File: src/rtl/trap_cmp_pkg.sv
// Package: shared constants for the trap condition compare unit.
// Assumes a five-entry condition vector whose bit order matches the mask
// bit order: each mask bit enables the relation at the same index.
package trap_cmp_pkg;

    localparam int COND_W   = 5;
    localparam int IDX_LT_S = 4;   // signed less-than
    localparam int IDX_GT_S = 3;   // signed greater-than
    localparam int IDX_EQ   = 2;   // equality
    localparam int IDX_LT_U = 1;   // unsigned less-than
    localparam int IDX_GT_U = 0;   // unsigned greater-than

    typedef logic [COND_W-1:0] cond_vec_t;

endpackage

File: src/rtl/trap_operand_sel.sv
// Module: trap_operand_sel
// Narrows the operands to the active width. In word mode the low WORD_W bits
// are zero-extended, so one unsigned comparator serves both modes. The sign
// bit of each operand is taken from the top of the active width.
// Assumes DATA_W > WORD_W.
module trap_operand_sel #(
    parameter int DATA_W = 64,
    parameter int WORD_W = 32
) (
    input  logic              dword_mode,
    input  logic [DATA_W-1:0] a_in,
    input  logic [DATA_W-1:0] b_in,
    output logic [DATA_W-1:0] a_ext,
    output logic [DATA_W-1:0] b_ext,
    output logic              a_neg,
    output logic              b_neg
);
    localparam int PAD_W = DATA_W - WORD_W;

    // Pick full or zero-extended low-half operands and their sign bits.
    always_comb begin
        if (dword_mode) begin
            a_ext = a_in;
            b_ext = b_in;
            a_neg = a_in[DATA_W-1];
            b_neg = b_in[DATA_W-1];
        end else begin
            a_ext = {{PAD_W{1'b0}}, a_in[WORD_W-1:0]};
            b_ext = {{PAD_W{1'b0}}, b_in[WORD_W-1:0]};
            a_neg = a_in[WORD_W-1];
            b_neg = b_in[WORD_W-1];
        end
    end
endmodule

File: src/rtl/trap_rel_cmp.sv
// Module: trap_rel_cmp
// Produces all five relations from one unsigned magnitude comparator.
// Signed order follows the unsigned order when the signs match. When the
// signs differ, the negative operand is the smaller one.
// Assumes the operands are already narrowed (see trap_operand_sel).
module trap_rel_cmp
    import trap_cmp_pkg::*;
#(
    parameter int DATA_W = 64
) (
    input  logic [DATA_W-1:0] a_ext,
    input  logic [DATA_W-1:0] b_ext,
    input  logic              a_neg,
    input  logic              b_neg,
    output cond_vec_t         rel
);
    logic lt_u;
    logic eq;
    logic sign_diff;

    // Shared magnitude compare and equality.
    always_comb begin
        lt_u      = (a_ext < b_ext);
        eq        = (a_ext == b_ext);
        sign_diff = a_neg ^ b_neg;
    end

    // Assemble the relation vector in mask bit order.
    always_comb begin
        rel           = '0;
        rel[IDX_EQ]   = eq;
        rel[IDX_LT_U] = lt_u;
        rel[IDX_GT_U] = !lt_u && !eq;
        rel[IDX_LT_S] = sign_diff ? a_neg : lt_u;
        rel[IDX_GT_S] = sign_diff ? b_neg : (!lt_u && !eq);
    end
endmodule

File: src/rtl/trap_cond_reduce.sv
// Module: trap_cond_reduce
// Gates each relation with its mask bit and ORs the results into one
// trap request. Assumes rel and mask share the same bit order.
module trap_cond_reduce
    import trap_cmp_pkg::*;
(
    input  cond_vec_t rel,
    input  cond_vec_t mask,
    output logic      hit
);
    cond_vec_t gated;

    // One enable gate per condition.
    for (genvar i = 0; i < COND_W; i++) begin : g_gate
        assign gated[i] = rel[i] & mask[i];
    end

    // Any enabled relation that holds raises the request.
    always_comb begin
        hit = |gated;
    end
endmodule

File: src/rtl/trap_cmp_unit.sv
// Module: trap_cmp_unit (top)
// Evaluates a conditional trap. Operands are narrowed to the active width,
// compared in signed and unsigned form, masked and reduced. The decision is
// registered and presented one clock later with a valid pulse and a trap
// subcode. Assumes in_valid is a single-cycle or back-to-back strobe. There
// is no backpressure. Reset is synchronous and active low.
module trap_cmp_unit
    import trap_cmp_pkg::*;
#(
    parameter int             DATA_W       = 64,
    parameter int             WORD_W       = 32,
    parameter int             CODE_W       = 4,
    parameter logic [CODE_W-1:0] TRAP_SUBCODE = 4'h4
) (
    input  logic              clk,
    input  logic              rst_n,
    input  logic              in_valid,
    input  logic              dword_mode,
    input  logic [DATA_W-1:0] opnd_a,
    input  logic [DATA_W-1:0] opnd_b,
    input  logic [COND_W-1:0] cond_mask,
    output logic              out_valid,
    output logic              trap_hit,
    output logic [CODE_W-1:0] trap_code
);
    logic [DATA_W-1:0] a_ext;
    logic [DATA_W-1:0] b_ext;
    logic              a_neg;
    logic              b_neg;
    cond_vec_t         rel;
    logic              hit;
    logic              take;

    trap_operand_sel #(.DATA_W(DATA_W), .WORD_W(WORD_W)) u_sel (
        .dword_mode (dword_mode),
        .a_in       (opnd_a),
        .b_in       (opnd_b),
        .a_ext      (a_ext),
        .b_ext      (b_ext),
        .a_neg      (a_neg),
        .b_neg      (b_neg)
    );

    trap_rel_cmp #(.DATA_W(DATA_W)) u_cmp (
        .a_ext (a_ext),
        .b_ext (b_ext),
        .a_neg (a_neg),
        .b_neg (b_neg),
        .rel   (rel)
    );

    trap_cond_reduce u_red (
        .rel  (rel),
        .mask (cond_mask),
        .hit  (hit)
    );

    // A trap is only taken on a valid request.
    always_comb begin
        take = in_valid & hit;
    end

    // Result register: valid pulse, trap flag and subcode.
    always_ff @(posedge clk) begin
        if (!rst_n) begin
            out_valid <= 1'b0;
            trap_hit  <= 1'b0;
            trap_code <= '0;
        end else begin
            out_valid <= in_valid;
            trap_hit  <= take;
            trap_code <= take ? TRAP_SUBCODE : '0;
        end
    end

    // the valid pulse follows the request strobe by one cycle.
    p_valid_follow_r2: assert property (@(posedge clk) disable iff (!rst_n)
        in_valid |=> out_valid);
    p_valid_idle_r2: assert property (@(posedge clk) disable iff (!rst_n)
        !in_valid |=> !out_valid);

    // no trap flag without a valid pulse, and the subcode matches the flag.
    p_hit_needs_valid_r11: assert property (@(posedge clk) disable iff (!rst_n)
        !out_valid |-> !trap_hit);
    p_code_on_hit_r11: assert property (@(posedge clk) disable iff (!rst_n)
        trap_hit |-> (trap_code == TRAP_SUBCODE));
    p_code_idle_r11: assert property (@(posedge clk) disable iff (!rst_n)
        !trap_hit |-> (trap_code == '0));

    // an empty mask never traps, and a full mask always traps.
    p_zero_mask_r10: assert property (@(posedge clk) disable iff (!rst_n)
        (in_valid && cond_mask == '0) |=> !trap_hit);
    p_full_mask_r10: assert property (@(posedge clk) disable iff (!rst_n)
        (in_valid && cond_mask == '1) |=> trap_hit);

    // exactly one of the signed relations holds on a valid request.
    p_signed_trichotomy_r7: assert property (@(posedge clk) disable iff (!rst_n)
        in_valid |-> ($countones({rel[IDX_LT_S], rel[IDX_GT_S], rel[IDX_EQ]}) == 1));

    // in word mode, equal low halves count as equal regardless of the upper bits.
    p_word_eq_r8: assert property (@(posedge clk) disable iff (!rst_n)
        (in_valid && !dword_mode && opnd_a[WORD_W-1:0] == opnd_b[WORD_W-1:0]) |-> rel[IDX_EQ]);

    // the unsigned relations never hold together.
    p_unsigned_excl_r6: assert property (@(posedge clk) disable iff (!rst_n)
        in_valid |-> $onehot0({rel[IDX_LT_U], rel[IDX_GT_U], rel[IDX_EQ]}));
endmodule

File: config.mk
export PLATFORM = sky130hd
export DESIGN_NAME = trap_cmp_unit
export DESIGN_NICKNAME = d
export VERILOG_FILES = /design/src/rtl/trap_cmp_pkg.sv /design/src/rtl/trap_operand_sel.sv /design/src/rtl/trap_rel_cmp.sv /design/src/rtl/trap_cond_reduce.sv /design/src/rtl/trap_cmp_unit.sv
export SDC_FILE = /design/constraint.sdc
export NUM_CORES = 1
export LEC_CHECK = 0
export ABC_AREA = 1
export BUFFER_PORTS_ARGS = -buffer_cell sky130_fd_sc_hd__buf_2
export CORE_MARGIN = 2
export CORE_UTILIZATION = 48
export DETAILED_ROUTE_END_ITERATION = 8
export PLACE_DENSITY = 0.93
export RECOVER_POWER = 25
export SLEW_MARGIN = 10
export SYNTH_ARGS = -nofsm -noshare
export SYNTH_HDL_FRONTEND = slang
export SYNTH_SLANG_ARGS = --single-unit
File: constraint.sdc
create_clock -name clk -period 4.51 [get_ports clk]
set_input_delay 0.2255 -clock clk [delete_from_list [all_inputs] [get_ports clk]]
set_output_delay 0.2255 -clock clk [all_outputs]
set_load 0.01 [all_outputs]
## Yosys cells after proc, flatten, opt, wreduce, memory -nomap -nowiden

Index checks and enable logic that the tools add are counted.

- Magnitude comparators: 1
- Muxes and demuxes: 7
- Equality and inequality tests: 1
- Bitwise gates (word level): 7
- Reductions and logical operators: 4

Operators with widths:

| operator | number |
|---|---|
| $mux W64 | 2 |
| $eq A64 B64 Y1 | 1 |
| $lt A64 B64 Y1 | 1 |
| $and A1 B1 Y1 | 6 |
| $reduce_or A5 Y1 | 1 |
| $mux W1 | 4 |
| $mux W3 | 1 |
| $logic_not A1 Y1 | 2 |
| $logic_and A1 B1 Y1 | 1 |
| $xor A1 B1 Y1 | 1 |

- Output and inout port bits: 6
- Bits in registers: 6
- Logic and storage cells: 23

## Logic depth before layout (Yosys ltp)

Gate-level depths: netlist of the first run.

- Depth in word-level cells: 9
- Depth in mapped cells: 20

## Cells and area by module

Synthesis of the first run repeated with hierarchy kept, for this count alone.

- Cell total of the unflattened synthesis: 532
- Area total of the unflattened synthesis: 3057.9 sq um

Modules (own cells, without submodules):

| module | times used | area each (sq um) | cells an instance |
|---|---|---|---|
| trap_rel_cmp | 1 | 1876.8 | 306 |
| trap_operand_sel | 1 | 1048.5 | 204 |
| trap_cmp_unit | 1 | 91.3 | 11 |
| trap_cond_reduce | 1 | 41.3 | 11 |

## Worst setup path before layout of the first run

Ideal clock, no wire load.

- Kind: input to register
- Start: in dword_mode
- End: reg trap_code[2]
- Slack: 2417 ps
- Arrival: 1981 ps
- Buffers on the path: 2
- Stages: 17
- Cell sequence: buf_2 buf_1 nand2_1 ha_1 nand2_1 nor2_1 nand2_1 nor2_2 nand2_2 nor2_2 nand2_1 nand2_1 nor2_1 a21oi_2 nand3_1 nor2_1 nor2_1

- Word-level cells in the longest chain between the ends: 9

Ends and longest elaborated chain:

| what | RTL line | text |
|---|---|---|
| from (decl) | trap_cmp_unit.sv:18 | `input logic dword_mode,` |
| $mux W64 | trap_operand_sel.sv:22 | `if (dword_mode) begin` |
| $lt A64 B64 Y1 or $eq A64 B64 Y1 (tied branches) | trap_rel_cmp.sv:23, trap_rel_cmp.sv:24 |  |
| $logic_not A1 Y1 | trap_rel_cmp.sv:33, trap_rel_cmp.sv:35 |  |
| $logic_and A1 B1 Y1 | trap_rel_cmp.sv:33, trap_rel_cmp.sv:35 |  |
| $mux W1 | trap_rel_cmp.sv:35 | `rel[IDX_GT_S] = sign_diff ? b_neg : (!lt_u && !eq);` |
| $and A1 B1 Y1 | trap_cond_reduce.sv:15 | `assign gated[i] = rel[i] & mask[i];` |
| $reduce_or A5 Y1 (*) | trap_cond_reduce.sv:20 | `hit = \|gated;` |
| $and A1 B1 Y1 (*) | trap_cmp_unit.sv:60 | `take = in_valid & hit;` |
| $mux W3 (*) | trap_cmp_unit.sv:72 | `trap_code <= take ? TRAP_SUBCODE : '0;` |
| to (signal assigned) | trap_cmp_unit.sv:72 |  |
| to (decl) | trap_cmp_unit.sv:24 | `output logic [CODE_W-1:0] trap_code` |

Mark *: on every way between the ends. The rest lies on a longest branch, timed or not.
A chain may end at the register's enable or synchronous reset.

## Final worst setup path of the first run

Same ends and word-level chain as after synthesis.

==> results of run 1 <==
where the power goes:
part	switching, mW	total [mW]	internal (mW)
Clock	0.0157	0.0722	0.0566
Sequential	0.000574	0.0197	0.0191
Combinational	0.126	0.242	0.116
Total	0.142	0.334	0.192
routing by layer:
| layer | global-route usage [%] | vias to the layer above | wire length (um) |
|---|---|---|---|
| met5 | 0 | - | 0 |
| met4 | 5.56 | 0 | 61 |
| met3 | 2.35 | 7 | 434 |
| met2 | 41.3 | 95 | 2840 |
| met1 | 20.4 | 1146 | 2120 |
| li1 | - | 1498 | - |
layout by cell type (no fill, tap or decap):
cell	n
nand2_1	158
buf_2	139
inv_1	88
ha_1	64
a21oi_1	25
nor2_1	23
nand3_1	5
nor2_2	5
inv_2	4
o21ai_0	4
a21o_1	3
a21oi_2	3
conb_1	3
clkbuf_8	3
nand2_2	2
nand4_1	2
dfxtp_1	2
clkinv_1	1
nand3_4	1
clkinv_2	1
nand3_2	1
o21a_1	1
o21ai_1	1
o21a_2	1
and3_2	1
through the flow:
| stage | area (um^2) | hold WS [ps] | util [%] | setup WS [ps] |
|---|---|---|---|---|
| 4_1_cts | 3020 | 247 | 65.3 | 2060 |
| 5_1_grt | 3020 | 265 | 65.3 | 1720 |
| 6_report | 3020 | 257 | 65.3 | 2060 |
| 3_3_place_gp | 2980 | 460 | 64.4 | 1930 |
| 2_1_floorplan | 2270 | 338 | - | 2420 |
| 3_5_place_dp | 2980 | 468 | 64.4 | 1830 |
registers in the layout, indices dropped and copies added, names as in the netlist:
signal     cells
out_valid      1
trap_code      1
synthesized netlist by cell type:
cell      number  area share [%]
o21a_2         1            0.39
o21ai_1        1            0.22
ha_1          64              35
nor2_2         5             1.4
buf_4          4             1.3
nor2_1        23             3.8
o21a_1         1            0.33
a21oi_2        3             1.2
o21ai_0        4            0.88
nand2_2        2            0.55
nand2_1      158              26
clkbuf_1       4            0.66
nand3_2        1            0.44
inv_2          4            0.66
dfxtp_1        2             1.8
nand4_1        2            0.55
clkinv_1       1            0.17
clkinv_2       1            0.22
and3_2         1            0.33
a21oi_1       25             5.5
buf_1          2            0.33
nand3_1        5             1.1
nand3_4        1            0.77
conb_1         1            0.17
a21o_1         3            0.99
buf_2          1            0.22
inv_1         88              15
logic make-up after synthesis:
group | count (synthesis) | synth area share, %
AO/OA/AOI/OAI | 38 | 9.49
adder cells (fa/ha/maj) | 64 | 35.3
buffers and inverters | 105 | 18.2
flip-flops | 2 | 1.77
other | 1 | 0.165
AND/OR/NAND/NOR | 198 | 35.1
final cells by class:
class                      count  area [um^2]  share of cell area, %
multi-input combinational    303         1820                   60.3
timing repair buffer         139          696                   23.0
inverter                      94          354                   11.7
tap                           54         67.6                   2.24
sequential                     2         40.0                   1.33
clock buffer                   3         41.3                   1.37
tightest hold or removal path: stages:
cell and delay [ps]:
buf_2 80, nand2_1 80, inv_1 60
worst max path at each step:
stage / start / endpoint / depth (start not counted)
after floorplan: dword_mode / trap_code[2]$_SDFF_PN0_ / 17
after global placement: dword_mode / trap_code[2]$_SDFF_PN0_ / 16
after detailed placement: dword_mode / trap_code[2]$_SDFF_PN0_ / 16
after CTS: dword_mode / trap_code[2]$_SDFF_PN0_ / 16
after global routing: dword_mode / trap_code[2]$_SDFF_PN0_ / 16
final: dword_mode / trap_code[2]$_SDFF_PN0_ / 16
==> results.sh, run 1 <==
export IMPL_status="finished clean"
export IMPL_final_setup_viol_count=0
export IMPL_drive_gt1_share_pct=29.8
export IMPL_ys_warn_count=0
export IMPL_die_area_mm2=0.00529
export IMPL_min_period_ps=2450
export IMPL_slew_violations=0
export IMPL_p_leak_nw=2.18
export IMPL_clk_pin_slew_ps=30
export IMPL_fmax_mhz=408
export IMPL_dr_pass1_iters=5
export IMPL_grtUsageTotal_pct=20.0
export IMPL_start_util_pct=49.0
export IMPL_critPathLaunchType="input pin"
export IMPL_synth_seq_cells=2
export IMPL_antenna_found_initial=0
export IMPL_worst_pin_slew_ps=952
export IMPL_worst_path_max_delay_cell="buf_2"
export IMPL_hold_class="in -> reg"
export IMPL_fillers=423
export IMPL_fin_crit_sh_pct=54.3
export IMPL_finalSetupTns_ps=0
export IMPL_fin_cells=595
export IMPL_htreeDepth=1
export IMPL_cts_resized_gates=0
export IMPL_fin_nets=744
export IMPL_worst_path_max_fanout=66
export IMPL_vdd_drop_max_mv=0.0539
export IMPL_ios=143
export IMPL_hold_viol_final=0
export IMPL_num_vias=2746
export IMPL_vias_per_cell=4.62
export IMPL_grt_ovfl_total=0
export IMPL_critical_path_class="in -> reg"
export IMPL_syn_area_per_cell_um2=5.56
export IMPL_synth_area_mm2=0.00227
export IMPL_core_mm2=0.00463
export IMPL_maxCapViolCount=0
export IMPL_path_cells="buf_2 -> nand2_1 -> ha_1 -> nand2_1 -> nor2_2 -> nand3_2 -> nor2_2 -> nand2_2 -> inv_1 -> nand2_1 -> nand2_1 -> nor2_1 -> a21oi_2 -> nand3_1 -> nor2_1 -> nor2_1"
export IMPL_end_kind="register"
export IMPL_rsz0062_at_grt="false"
export IMPL_n_antenna_cell=0
export IMPL_drt_initial_drc_count=59
export IMPL_critPathRequiredTime_ps=4610
export IMPL_routabilityCongestion=0.824
export IMPL_design_power_total_mw=0.334
export IMPL_cts_made_buffers=3
export IMPL_die_w_um=72.7
export IMPL_path_delay_family="simple AND/OR/NAND/NOR gates"
export IMPL_synth_cell_type_count=27
export IMPL_grt_pass1_wl_mm=8.78
export IMPL_slew_headroom_pct=36.5
export IMPL_critical_path_buf_inv_count=2
export IMPL_wire_per_inst_um=9.16
export IMPL_hp_start="in_valid"
export IMPL_cts_tree="done"
export IMPL_synth_seq_area_share_pct=1.77
export IMPL_syn_to_final_growth_pct=33.3
export IMPL_drc=0
export IMPL_grt_max_degree=67
export IMPL_cts_buffer_depth=2
export IMPL_routed_wl_mm=5.45
export IMPL_critical_path_max_stage_delay_ps=710
export IMPL_fp_dieH_um=72.7
export IMPL_grt_pass1_vias=2466
export IMPL_root_buffer="clkbuf_8"
export IMPL_portBuffers=139
export IMPL_arrival_ps=2560
export IMPL_hpwl_mm=5.02
export IMPL_hold_buffers=0
export IMPL_whs_path_depth=3
export IMPL_power_density_mw_per_mm2=111
export IMPL_ant_nets=0
export IMPL_min_to="out_valid$_SDFF_PN0_"
export IMPL_post_cts_setup_buffer_count=0
export IMPL_dp_cells=592
export IMPL_clkSinkCount=2
export IMPL_rows=25
export IMPL_cp_common_cell="nand2_1"
export IMPL_syn_inst=408
Power figures use the tool's default switching activity.
==> inputs of run 2 (changes only) <==
--- a/config.mk
+++ b/config.mk
@@ -5,12 +5,12 @@
 export SDC_FILE = /design/constraint.sdc
 export NUM_CORES = 1
 export LEC_CHECK = 0
-export ABC_AREA = 1
+export ABC_AREA = 0
 export BUFFER_PORTS_ARGS = -buffer_cell sky130_fd_sc_hd__buf_2
 export CORE_MARGIN = 2
-export CORE_UTILIZATION = 48
+export CORE_UTILIZATION = 43
 export DETAILED_ROUTE_END_ITERATION = 8
-export PLACE_DENSITY = 0.93
+export PLACE_DENSITY = 0.87
 export RECOVER_POWER = 25
 export SLEW_MARGIN = 10
 export SYNTH_ARGS = -nofsm -noshare
==> constraint.sdc (replaced) <==
create_clock -name clk -period 2.43 [get_ports clk]
set_input_delay 0.1215 -clock clk [delete_from_list [all_inputs] [get_ports clk]]
set_output_delay 0.1215 -clock clk [all_outputs]
set_load 0.01 [all_outputs]
==> run 2 against run 1 <==
Sequential power increased by 85%. Wire length decreased by 1.4%. Sequential share of layout area increased by 0.075 points. Global-route usage decreased by 0.068 points. Cell count decreased by 20%. Critical path type unchanged. Largest cell class unchanged.
==> results.sh, run 2 <==
export IMPL_critPathRequiredTime_ps=2570
export IMPL_drc=0
export IMPL_synth_top_area_share_pct=38.8
export IMPL_final_common_cell="buf_2"
export IMPL_setup_ws_ps=274
export IMPL_cts_tree="done"
export IMPL_grt_pass1_vias=2342
export IMPL_largest_registers="out_valid: 1 flops, trap_code: 1 flops"
export IMPL_clk_pin_slew_ps=30
export IMPL_drive_gt1_share_pct=36.1
export IMPL_post_cts_setup_buffer_count=0
export IMPL_cts_resized_gates=0
export IMPL_wl_met2_mm=2.66
export IMPL_fp_dieH_um=73.3
export IMPL_portBuffers=139
export IMPL_arrival_ps=2300
export IMPL_grt_max_degree=34
export IMPL_hold_class="in -> reg"
export IMPL_root_buffer="clkbuf_8"
export IMPL_cts_made_buffers=3
export IMPL_fin_crit_sh_pct=88.7
export IMPL_fin_nets=627
export IMPL_synth_seq_cells=2
export IMPL_whs_path_depth=2
export IMPL_start_util_pct=44.3
export IMPL_critPathLaunchType="input pin"
export IMPL_rsz0062_at_grt="false"
export IMPL_hold_buffers=0
export IMPL_fillers=430
export IMPL_yosys_area_top_type="ha_1"
export IMPL_synth_edf_count=0
export IMPL_synth_seq_area_share_pct=1.94
export IMPL_routed_wl_mm=5.37
export IMPL_wirelength_met1_mm=2.19
export IMPL_synth_most_common_cell="ha_1"
export IMPL_layout_common_cells="139 x buf_2, 64 x ha_1, 49 x nand2_1"
export IMPL_synth_common_cells="64 x ha_1, 49 x nand2_1, 33 x and2_1, 33 x inv_1, 29 x a21oi_1"
export IMPL_die_w_um=73.3
export IMPL_ys_warn_count=0
export IMPL_place_ws_ps=31.6
export IMPL_num_vias=2420
export IMPL_slew_violations=0
export IMPL_clkSinkCount=2
export IMPL_htreeDepth=1
export IMPL_n_antenna_cell=0
export IMPL_routabilityCongestion=0.813
export IMPL_antenna_found_initial=0
export IMPL_hpwl_mm=4.92
export IMPL_core_mm2=0.00466
export IMPL_synth_area_leaders="ha_1 39%, and2_1 10%, nand2_1 8.9%"
export IMPL_synth_async_reset_ratio_pct=0
export IMPL_critical_path_class="in -> reg"
export IMPL_vias_per_cell=5.06
export IMPL_syn_to_final_growth_pct=38.5
export IMPL_grtUsageTotal_pct=19.9
export IMPL_grt_pass1_wl_mm=8.78
export IMPL_multi_input_area_mm2=0.00185
export IMPL_end_kind="register"
export IMPL_ant_nets=0
export IMPL_wl_met3_um=404
export IMPL_power_density_mw_per_mm2=209
export IMPL_dr_pass1_iters=4
export IMPL_p_leak_nw=1.66
export IMPL_min_period_ps=2160
export IMPL_wire_per_inst_um=11.2
export IMPL_maxCapViolCount=0
export IMPL_ys_flop_type="dfxtp_1"
export IMPL_status="finished clean"
export IMPL_hold_viol_final=0
export IMPL_crit_start="dword_mode"
export IMPL_syn_inst=289
export IMPL_die_area_mm2=0.00537
export IMPL_finalSetupTns_ps=0
export IMPL_synth_area_mm2=0.00206
export IMPL_syn_area_per_cell_um2=7.14
export IMPL_cts_buffer_depth=2
export IMPL_grt_ovfl_total=0
export IMPL_vdd_drop_max_mv=0.288
export IMPL_synth_cell_type_count=38
export IMPL_drt_initial_drc_count=45
export IMPL_rows=25
export IMPL_worst_path_max_fanout=33
export IMPL_final_setup_viol_count=0
export IMPL_fmax_mhz=464
export IMPL_ios=143
export IMPL_regArea_um2=40.0
export IMPL_maxUsedRoutingLayer="met4"
export IMPL_cp_endpoint="trap_code[2]$_SDFF_PN0_"
-- run 2: cell count changes after synthesis, sizes merged, moves of 3 or more --
cell    change
and2       +33
buf         -3
clkbuf      +3
inv        -59
nand2     -111
nand4      +13
nor2       -22
nor2b       +3
nor4        +4
o21ai       +4
-- run 2: final cells by class --
| type | count | area share, % |
|---|---|---|
| clock buffers | 3 | 1.44 |
| inverters | 33 | 4.33 |
| multi-input cells | 245 | 64.7 |
| flip-flops and latches | 2 | 1.40 |
| well taps | 54 | 2.36 |
| repair buffers | 141 | 25.7 |
-- run 2: kinds of logic after synthesis --
family	after synthesis	synth area share, %
AND/OR/NAND/NOR	120	32.7
adder cells (fa/ha/maj)	64	38.8
AO/OA/AOI/OAI	57	17.1
buffers and inverters	44	8.73
flip-flops	2	1.94
multiplexers	1	0.545
other	1	0.182
-- run 2: how the worst min path moves through the flow --
stage | from | end | slack, ps
after CTS | in_valid | out_valid$_SDFF_PN0_ | 150
after floorplan | in_valid | out_valid$_SDFF_PN0_ | 260
after global routing | in_valid | out_valid$_SDFF_PN0_ | 180
final | in_valid | out_valid$_SDFF_PN0_ | 180
after detailed placement | in_valid | out_valid$_SDFF_PN0_ | 370
after global placement | in_valid | out_valid$_SDFF_PN0_ | 390
-- run 2: metal layers --
layer / vias up / track usage (%)
li1: 1278 / -
met1: 1035 / 21.9
met2: 92 / 38.6
met3: 15 / 3.29
met4: 0 / 5.66
met5: - / 0
-- run 2: critical path, cell delays in order --
cell,delay (ps)
buf_2,150
buf_12,170
and2_1,160
ha_1,290
nand4_1,170
nor4_4,380
nand4_1,170
o2111a_1,290
a211o_1,250
a21boi_1,130
-- run 2: power breakdown --
part / switching [mW] / internal [mW]
Combinational: 0.207 / 0.224
Clock: 0.0270 / 0.105
Sequential: 0.00106 / 0.0354
Total: 0.235 / 0.364
-- run 2: metrics by stage --
step / total power [mW] / cells / hold WS, ps / instance area [um^2] / utilization [%]
finish: 0.599 / 478 / 180 / 2860 / 61.4
global route: 0.678 / 478 / 184 / 2860 / 61.4
CTS: 0.609 / 478 / 152 / 2860 / 61.4
detailed placement: 0.470 / 475 / 374 / 2820 / 60.5
global placement: 0.455 / 475 / 388 / 2820 / 60.5
floorplan: 0.304 / 291 / 260 / 2070 / -
